<file path="config.mk">
export PLATFORM = sky130hd
export DESIGN_NAME = gpio_setclr_bank
export DESIGN_NICKNAME = d
export VERILOG_FILES = /design/src/rtl/gpio_sc_pkg.sv /design/src/rtl/gpio_sc_reg.sv /design/src/rtl/gpio_sc_sync.sv /design/src/rtl/gpio_sc_pad.sv /design/src/rtl/gpio_sc_bank.sv /design/src/rtl/gpio_setclr_bank.sv
export SDC_FILE = /design/constraint.sdc
export NUM_CORES = 1
export LEC_CHECK = 0
export CORE_ASPECT_RATIO = 1.2
export CORE_MARGIN = 4
export CORE_UTILIZATION = 54
export CTS_CLUSTER_DIAMETER = 80
export DETAILED_ROUTE_END_ITERATION = 12
export HOLD_SLACK_MARGIN = 0.06
export PLACE_DENSITY = 0.83
export RECOVER_POWER = 100
export SYNTH_ARGS = -nofsm -noshare
export SYNTH_HDL_FRONTEND = slang
export SYNTH_SLANG_ARGS = --single-unit
export TNS_END_PERCENT = 5
</file>
<file path="constraint.sdc">
create_clock -name clk -period 2.5 [get_ports clk]
set_input_delay 0.5 -clock clk [delete_from_list [all_inputs] [get_ports clk]]
set_output_delay 0.5 -clock clk [all_outputs]
set_load 0.05 [all_outputs]
</file>
<file path="src/rtl/gpio_sc_pkg.sv">
package gpio_sc_pkg;

   typedef enum logic [3:0] {
      REG_OUTV = 4'd0,
      REG_IEN  = 4'd1,
      REG_OEN  = 4'd2,
      REG_ODE  = 4'd3,
      REG_PUE  = 4'd4,
      REG_PDE  = 4'd5,
      REG_IINV = 4'd6,
      REG_OINV = 4'd7,
      REG_INV  = 4'd8
   } reg_idx_e;

   localparam int NATTR  = 8;
   localparam int IDX_LSB = 2;
   localparam int IDX_W   = 4;

endpackage

</file>
<file path="src/rtl/gpio_sc_reg.sv">
module gpio_sc_reg #(
   parameter int W = 16
) (
   input  logic         clk,
   input  logic         rst,
   input  logic         we,
   input  logic [W-1:0] set_bits,
   input  logic [W-1:0] clr_bits,
   output logic [W-1:0] q
);
   // clear applied after set so a doubly named pin ends at 0
   always_ff @(posedge clk) begin
      if (rst)
         q <= '0;
      else if (we)
         q <= (q | set_bits) & ~clr_bits;
   end
endmodule

</file>
<file path="src/rtl/gpio_sc_sync.sv">
module gpio_sc_sync #(
   parameter int W      = 16,
   parameter int STAGES = 2
) (
   input  logic         clk,
   input  logic         rst,
   input  logic [W-1:0] d,
   output logic [W-1:0] q
);
   logic [W-1:0] chain [STAGES];

   for (genvar s = 0; s < STAGES; s++) begin : g_stage
      if (s == 0) begin : g_first
         always_ff @(posedge clk) begin
            if (rst) chain[0] <= '0;
            else     chain[0] <= d;
         end
      end else begin : g_next
         always_ff @(posedge clk) begin
            if (rst) chain[s] <= '0;
            else     chain[s] <= chain[s-1];
         end
      end
   end

   assign q = chain[STAGES-1];
endmodule

</file>
<file path="src/rtl/gpio_sc_pad.sv">
module gpio_sc_pad #(
   parameter int W = 16
) (
   input  logic [W-1:0] outv,
   input  logic [W-1:0] oinv,
   input  logic [W-1:0] oen,
   input  logic [W-1:0] ode,
   input  logic [W-1:0] pue,
   input  logic [W-1:0] pde,
   output logic [W-1:0] pad_out,
   output logic [W-1:0] pad_oe,
   output logic [W-1:0] pad_pu,
   output logic [W-1:0] pad_pd
);
   for (genvar p = 0; p < W; p++) begin : g_pin
      logic level;
      assign level = outv[p] ^ oinv[p];
      always_comb begin
         if (ode[p]) begin
            pad_out[p] = 1'b0;
            pad_oe[p]  = oen[p] & ~level;
         end else begin
            pad_out[p] = level;
            pad_oe[p]  = oen[p];
         end
         pad_pd[p] = pde[p];
         pad_pu[p] = pue[p] & ~pde[p];
      end
   end
endmodule

</file>
<file path="src/rtl/gpio_sc_bank.sv">
module gpio_sc_bank
   import gpio_sc_pkg::*;
#(
   parameter int W           = 16,
   parameter int SYNC_STAGES = 2
) (
   input  logic             clk,
   input  logic             rst,
   input  logic             wr_en,
   input  logic [IDX_W-1:0] wr_idx,
   input  logic [W-1:0]     wset,
   input  logic [W-1:0]     wclr,
   input  logic [IDX_W-1:0] rd_idx,
   output logic [W-1:0]     rd_word,
   input  logic [W-1:0]     pin_in,
   output logic [W-1:0]     pad_out,
   output logic [W-1:0]     pad_oe,
   output logic [W-1:0]     pad_pu,
   output logic [W-1:0]     pad_pd,
   output logic [W-1:0]     ode_q
);
   logic [W-1:0] attr_q [NATTR];
   logic [W-1:0] pin_sync;
   logic [W-1:0] in_val;

   for (genvar a = 0; a < NATTR; a++) begin : g_attr
      gpio_sc_reg #(.W(W)) u_reg (
         .clk      (clk),
         .rst      (rst),
         .we       (wr_en && (wr_idx == IDX_W'(a))),
         .set_bits (wset),
         .clr_bits (wclr),
         .q        (attr_q[a])
      );
   end

   gpio_sc_sync #(.W(W), .STAGES(SYNC_STAGES)) u_sync (
      .clk (clk),
      .rst (rst),
      .d   (pin_in),
      .q   (pin_sync)
   );

   assign in_val = (pin_sync ^ attr_q[REG_IINV]) & attr_q[REG_IEN];

   always_comb begin
      if (rd_idx < IDX_W'(NATTR))
         rd_word = attr_q[rd_idx[2:0]];
      else if (rd_idx == REG_INV)
         rd_word = in_val;
      else
         rd_word = '0;
   end

   gpio_sc_pad #(.W(W)) u_pad (
      .outv    (attr_q[REG_OUTV]),
      .oinv    (attr_q[REG_OINV]),
      .oen     (attr_q[REG_OEN]),
      .ode     (attr_q[REG_ODE]),
      .pue     (attr_q[REG_PUE]),
      .pde     (attr_q[REG_PDE]),
      .pad_out (pad_out),
      .pad_oe  (pad_oe),
      .pad_pu  (pad_pu),
      .pad_pd  (pad_pd)
   );

   assign ode_q = attr_q[REG_ODE];
endmodule

</file>
<file path="src/rtl/gpio_setclr_bank.sv">
module gpio_setclr_bank
   import gpio_sc_pkg::*;
#(
   parameter int BANK_W      = 16,
   parameter int NBANKS      = 2,
   parameter int ADDR_W      = 8,
   parameter int DATA_W      = 32,
   parameter int BANK_OFS    = 128,
   parameter int SYNC_STAGES = 2
) (
   input  logic                     clk,
   input  logic                     rst,
   input  logic                     bus_wr,
   input  logic                     bus_rd,
   input  logic [ADDR_W-1:0]        bus_addr,
   input  logic [DATA_W-1:0]        bus_wdata,
   output logic [DATA_W-1:0]        bus_rdata,
   input  logic [BANK_W*NBANKS-1:0] pin_in,
   output logic [BANK_W*NBANKS-1:0] pad_out,
   output logic [BANK_W*NBANKS-1:0] pad_oe,
   output logic [BANK_W*NBANKS-1:0] pad_pu,
   output logic [BANK_W*NBANKS-1:0] pad_pd
);
   localparam int NPINS    = BANK_W * NBANKS;
   localparam int BANK_BIT = $clog2(BANK_OFS);
   localparam int SEL_W    = $clog2(NBANKS);
   localparam int IDX_TOP  = IDX_LSB + IDX_W;
   localparam int HI_LSB   = BANK_BIT + SEL_W;

   // elaboration checks on the parameter set
   if (DATA_W != 2 * BANK_W) begin : g_bad_data
      $error("DATA_W must be twice BANK_W");
   end
   if (NBANKS < 2 || (1 << SEL_W) != NBANKS) begin : g_bad_banks
      $error("NBANKS must be a power of two, at least 2");
   end
   if ((1 << BANK_BIT) != BANK_OFS || BANK_BIT < IDX_TOP) begin : g_bad_ofs
      $error("BANK_OFS must be a power of two covering the register window");
   end
   if (HI_LSB > ADDR_W) begin : g_bad_addr
      $error("ADDR_W too narrow for bank select");
   end
   if (SYNC_STAGES < 2) begin : g_bad_sync
      $error("SYNC_STAGES must be at least 2");
   end

   logic [SEL_W-1:0]  sel;
   logic [IDX_W-1:0]  idx;
   logic              gap_zero;
   logic              hi_zero;
   logic              mapped;
   logic [BANK_W-1:0] bank_rd [NBANKS];
   logic [NPINS-1:0]  ode_all;

   assign sel = bus_addr[BANK_BIT +: SEL_W];
   assign idx = bus_addr[IDX_LSB +: IDX_W];

   if (BANK_BIT > IDX_TOP) begin : g_gap
      assign gap_zero = (bus_addr[BANK_BIT-1:IDX_TOP] == '0);
   end else begin : g_nogap
      assign gap_zero = 1'b1;
   end

   if (ADDR_W > HI_LSB) begin : g_hi
      assign hi_zero = (bus_addr[ADDR_W-1:HI_LSB] == '0);
   end else begin : g_nohi
      assign hi_zero = 1'b1;
   end

   assign mapped = gap_zero && hi_zero && (bus_addr[IDX_LSB-1:0] == '0);

   for (genvar b = 0; b < NBANKS; b++) begin : g_bank
      gpio_sc_bank #(.W(BANK_W), .SYNC_STAGES(SYNC_STAGES)) u_bank (
         .clk     (clk),
         .rst     (rst),
         .wr_en   (bus_wr && mapped && (sel == SEL_W'(b))),
         .wr_idx  (idx),
         .wset    (bus_wdata[BANK_W-1:0]),
         .wclr    (bus_wdata[DATA_W-1:BANK_W]),
         .rd_idx  (idx),
         .rd_word (bank_rd[b]),
         .pin_in  (pin_in[b*BANK_W +: BANK_W]),
         .pad_out (pad_out[b*BANK_W +: BANK_W]),
         .pad_oe  (pad_oe[b*BANK_W +: BANK_W]),
         .pad_pu  (pad_pu[b*BANK_W +: BANK_W]),
         .pad_pd  (pad_pd[b*BANK_W +: BANK_W]),
         .ode_q   (ode_all[b*BANK_W +: BANK_W])
      );
   end

   always_ff @(posedge clk) begin
      if (rst)
         bus_rdata <= '0;
      else if (bus_rd)
         bus_rdata <= mapped ? {{(DATA_W-BANK_W){1'b0}}, bank_rd[sel]} : '0;
   end
endmodule

</file>
==> impl_metrics.env <==
export IMPL_synth_seq_area_share=0.4374
export IMPL_synth_area_um2=15380
export IMPL_synthAdderAreaFrac=0
export IMPL_n_antenna_cell=0
export IMPL_min_delay_start="g_bank[0].u_bank.u_sync.chain[0][10]"
export IMPL_grt_max_degree=132
export IMPL_r2r_start="g_bank[1].u_bank.g_attr[6].u_reg.q[12]"
export IMPL_status="finished, final reports clean"
export IMPL_critPathTopFamily="buffers and inverters"
export IMPL_fin_area_um2=18960
export IMPL_r2r_cells=3
export IMPL_startpoint_type="register"
export IMPL_cts_buffers=34
export IMPL_cts_tree="built"
export IMPL_cp_max_fo=3
export IMPL_post_cts_buffers=0
export IMPL_critical_path_class="reg2out"
export IMPL_rr_endpoint="bus_rdata[12]"
export IMPL_hold_class="reg2reg"
export IMPL_port_buffers=219
export IMPL_worst_ep_arrival_time_ns=1.93
export IMPL_die_h_um=192.9
export IMPL_fp_dieW_um=162.1
export IMPL_wl_per_cell_um=22.63
export IMPL_netlist_instances=1650
export IMPL_synth_compound_area_share=0.2917
export IMPL_cts_reportedPaths_clkPinSlew_ns=0.06
export IMPL_core_region_area_um2=28000
export IMPL_drc=0
export IMPL_vias=14040
export IMPL_antenna_left=0
export IMPL_dpl_hpwl_mm=36.10
export IMPL_regToRegSetupSlack_ns=0.82
export IMPL_skew_ns=0.009916
export IMPL_setup_violations_final=0
export IMPL_fmax_mhz=410.8
export IMPL_final_net_count=1908
export IMPL_clockBufferDepth=3
export IMPL_synth_edf_count=0
export IMPL_start_util=0.5493
export IMPL_fin_crit_sh=0.9736
export IMPL_gr_usage_all_layers=0.3121
export IMPL_path_cells="nor2b_1 -> clkdlybuf4s50_1"
export IMPL_syn_to_final_growth_pct=23.27
export IMPL_wl_mm=50.46
export IMPL_insertion_delay_ns=0.51
export IMPL_crit_path_end_kind="primary output"
export IMPL_synthSimpleGateAreaFrac=0.09673
export IMPL_fillers=2272
export IMPL_crit_slowest_cell="clkdlybuf4s50_1"
export IMPL_powerDensity_nw_per_um2=594.2
export IMPL_place_inst=2175
export IMPL_hold_path_depth=1
export IMPL_synth_xor_area_share=0.03702
export IMPL_gr_total_overflow=0
export IMPL_synth_avg_cell_area_um2=9.321
export IMPL_avgViaCountPerCell=6.295
export IMPL_synth_top_family_by_area="compound AO/OA/AOI/OAI gates"
export IMPL_async_flop_share=0
export IMPL_grt_pass1_vias=13200
export IMPL_htree_levels=2
export IMPL_fin_cells=2230
export IMPL_ys_types=62
export IMPL_slew_viol_final=0
export IMPL_placed_cell_area_um2=18220
export IMPL_maxSlewHeadroom=0.2045
export IMPL_rsz0062_at_grt="no"
export IMPL_io_pins=236
export IMPL_worst_path_buf_inv=1
export IMPL_drive_above_1_share=0.1372
export IMPL_ys_warn_count=0
export IMPL_leakage_nw=7.035
export IMPL_clock_root_buffer="clkbuf_16"
export IMPL_dieArea_um2=31260
export IMPL_synth_mux_area_fraction=0.06191
export IMPL_cpPeakStageDelay_ns=0.85
export IMPL_timing_final_hold_violations=0
export IMPL_worstMarginPinSlew_ns=1.193
export IMPL_gp_congestion=1.016
export IMPL_max_cap_violations=0
export IMPL_firstDrtPassIters=6
export IMPL_drt_iter0_markers=1502
export IMPL_rows=67
export IMPL_min_period_ns=2.434
export IMPL_synth_ff_type="dfxtp_1"
export IMPL_clock_sinks=336
export IMPL_synth_seq_cells=336
export IMPL_antenna_found_initial=0
export IMPL_required_ns=2.00
export IMPL_irDropWorstVdd_mv=0.4589
export IMPL_grt_pass1_wl_mm=77.28
export IMPL_holdPathEnd="g_bank[0].u_bank.u_sync.chain[1][10]"
final cells by class:
cell class                 instances  area, um^2  share of cell area
multi-input combinational       1098        7550              0.3982
clock inverter                    12       96.34            0.005082
clock buffer                      43       965.9             0.05095
inverter                           3       11.26           0.0005940
tap                              379       474.2             0.02501
sequential                       336        6726              0.3548
timing repair buffer             359        3134              0.1653
sequential cells by signal, indices dropped and copies added (netlist names):
name,cells
g_bank.u_bank.u_sync.chain,64
g_bank.u_bank.g_attr.u_reg.q,256
bus_rdata,16
cell families after synthesis:
group	Yosys count
buffers and inverters	231
AND/OR/NAND/NOR	250
flip-flops	336
AO/OA/AOI/OAI	698
other	1
multiplexers	69
XOR/XNOR	65
synthesized netlist by cell type, types with 2 or more instances:
library cell,count,share of area
a31oi_1,5,0.0020
a211o_1,4,0.0023
nand2b_1,9,0.0037
or2_2,3,0.0012
o22ai_1,13,0.0053
nor4b_2,2,0.0020
o211ai_1,7,0.0034
buf_6,3,0.0022
buf_2,43,0.014
nand4_1,4,0.0016
a211oi_1,272,0.13
a221oi_1,7,0.0040
nor2b_1,140,0.057
nor2_2,2,0.00081
nor3_2,2,0.0013
inv_1,3,0.00073
a2111oi_0,3,0.0017
dfxtp_1,336,0.44
o22a_1,2,0.0011
o21ai_1,3,0.00098
nand3_1,10,0.0033
a32o_1,2,0.0013
a21oi_1,279,0.091
xor2_1,47,0.027
a22oi_1,11,0.0054
nor2_1,39,0.0095
a21boi_0,33,0.016
o311a_1,2,0.0013
mux4_2,20,0.029
o2111ai_1,4,0.0023
o21ai_0,36,0.012
or4b_1,2,0.0013
buf_4,56,0.027
a2111oi_2,2,0.0020
mux2i_1,40,0.026
o31ai_1,3,0.0015
nand2_1,22,0.0054
mux2_2,9,0.0066
xnor2_1,18,0.010
buf_1,17,0.0041
clkbuf_1,108,0.026
o21bai_1,2,0.00098
a22o_1,6,0.0034
report_power, final:
part / total, mW / internal, mW / switching (mW)
Clock: 4.93 / 2.83 / 2.10
Sequential: 5.44 / 5.41 / 0.0296
Combinational: 0.899 / 0.323 / 0.576
cell usage in the layout (no fill, tap or decap), types with 5 or more instances in the layout:
master | netlist | layout
a22o_1 | 6 | 6
nand2_1 | 22 | 22
buf_4 | 56 | 110
clkdlybuf4s50_1 | 0 | 82
nand3_1 | 10 | 10
dfxtp_1 | 336 | 336
clkbuf_16 | 0 | 35
a211oi_1 | 272 | 272
xor2_1 | 47 | 47
mux2_2 | 9 | 9
clkinv_2 | 0 | 8
a21oi_1 | 279 | 279
conb_1 | 1 | 16
buf_12 | 0 | 19
xnor2_1 | 18 | 18
nor2_1 | 39 | 37
a22oi_1 | 11 | 11
nand2b_1 | 9 | 9
a21boi_0 | 33 | 33
clkbuf_1 | 108 | 41
a221oi_1 | 7 | 7
o22ai_1 | 13 | 13
o211ai_1 | 7 | 7
nor2b_1 | 140 | 140
mux2i_1 | 40 | 40
clkbuf_8 | 0 | 6
dlygate4sd2_1 | 0 | 13
dlygate4sd3_1 | 0 | 70
a31oi_1 | 5 | 5
mux4_2 | 20 | 20
o21ai_0 | 36 | 37
clkbuf_2 | 1 | 20
worst max path at each step:
stage / from / to / slack [ns] / cells past startpoint
after floorplan: g_bank[0].u_bank.g_attr[0].u_reg.q[10] / pad_oe[10] / 0.39 / 2
after global placement: bus_addr[4] / bus_rdata[0] / -0.29 / 7
after detailed placement: bus_addr[4] / bus_rdata[14] / -0.27 / 7
after CTS: g_bank[0].u_bank.g_attr[5].u_reg.q[9] / pad_pu[9] / 0.09 / 2
after global routing: bus_addr[4] / g_bank[0].u_bank.g_attr[7].u_reg.q[4] / 0.02 / 8
final: g_bank[0].u_bank.g_attr[4].u_reg.q[9] / pad_pu[9] / 0.07 / 2
metal layers:
metal	up-vias	share of wire	global-route usage
li1	6381	-	-
met1	6714	0.41	0.4380
met2	820	0.45	0.4926
met3	123	0.095	0.04550
met4	0	0.038	0.1139
met5	-	0	0
stage by stage:
step / utilization / setup WS, ns / setup TNS (ns) / hold WS, ns / power [mW]
finish: 0.6771 / 0.06595 / 0 / 0.4337 / 11.27
global route: 0.6771 / 0.01968 / 0 / 0.4547 / 11.56
CTS: 0.6882 / 0.09160 / 0 / 0.3708 / 11.29
detailed placement: 0.6508 / -0.2741 / -33.56 / 0.4227 / 6.445
global placement: 0.6508 / -0.2930 / -17.76 / 0.4163 / 6.436
floorplan: - / 0.3854 / 0 / 0.4138 / 6.072
repair_timing:
item                                    CTS  global route
endpoints found under the setup margin   13             1
resized for setup                        13             1
hold buffers                              0             0
Note: power is estimated with default switching activity, not from simulation.
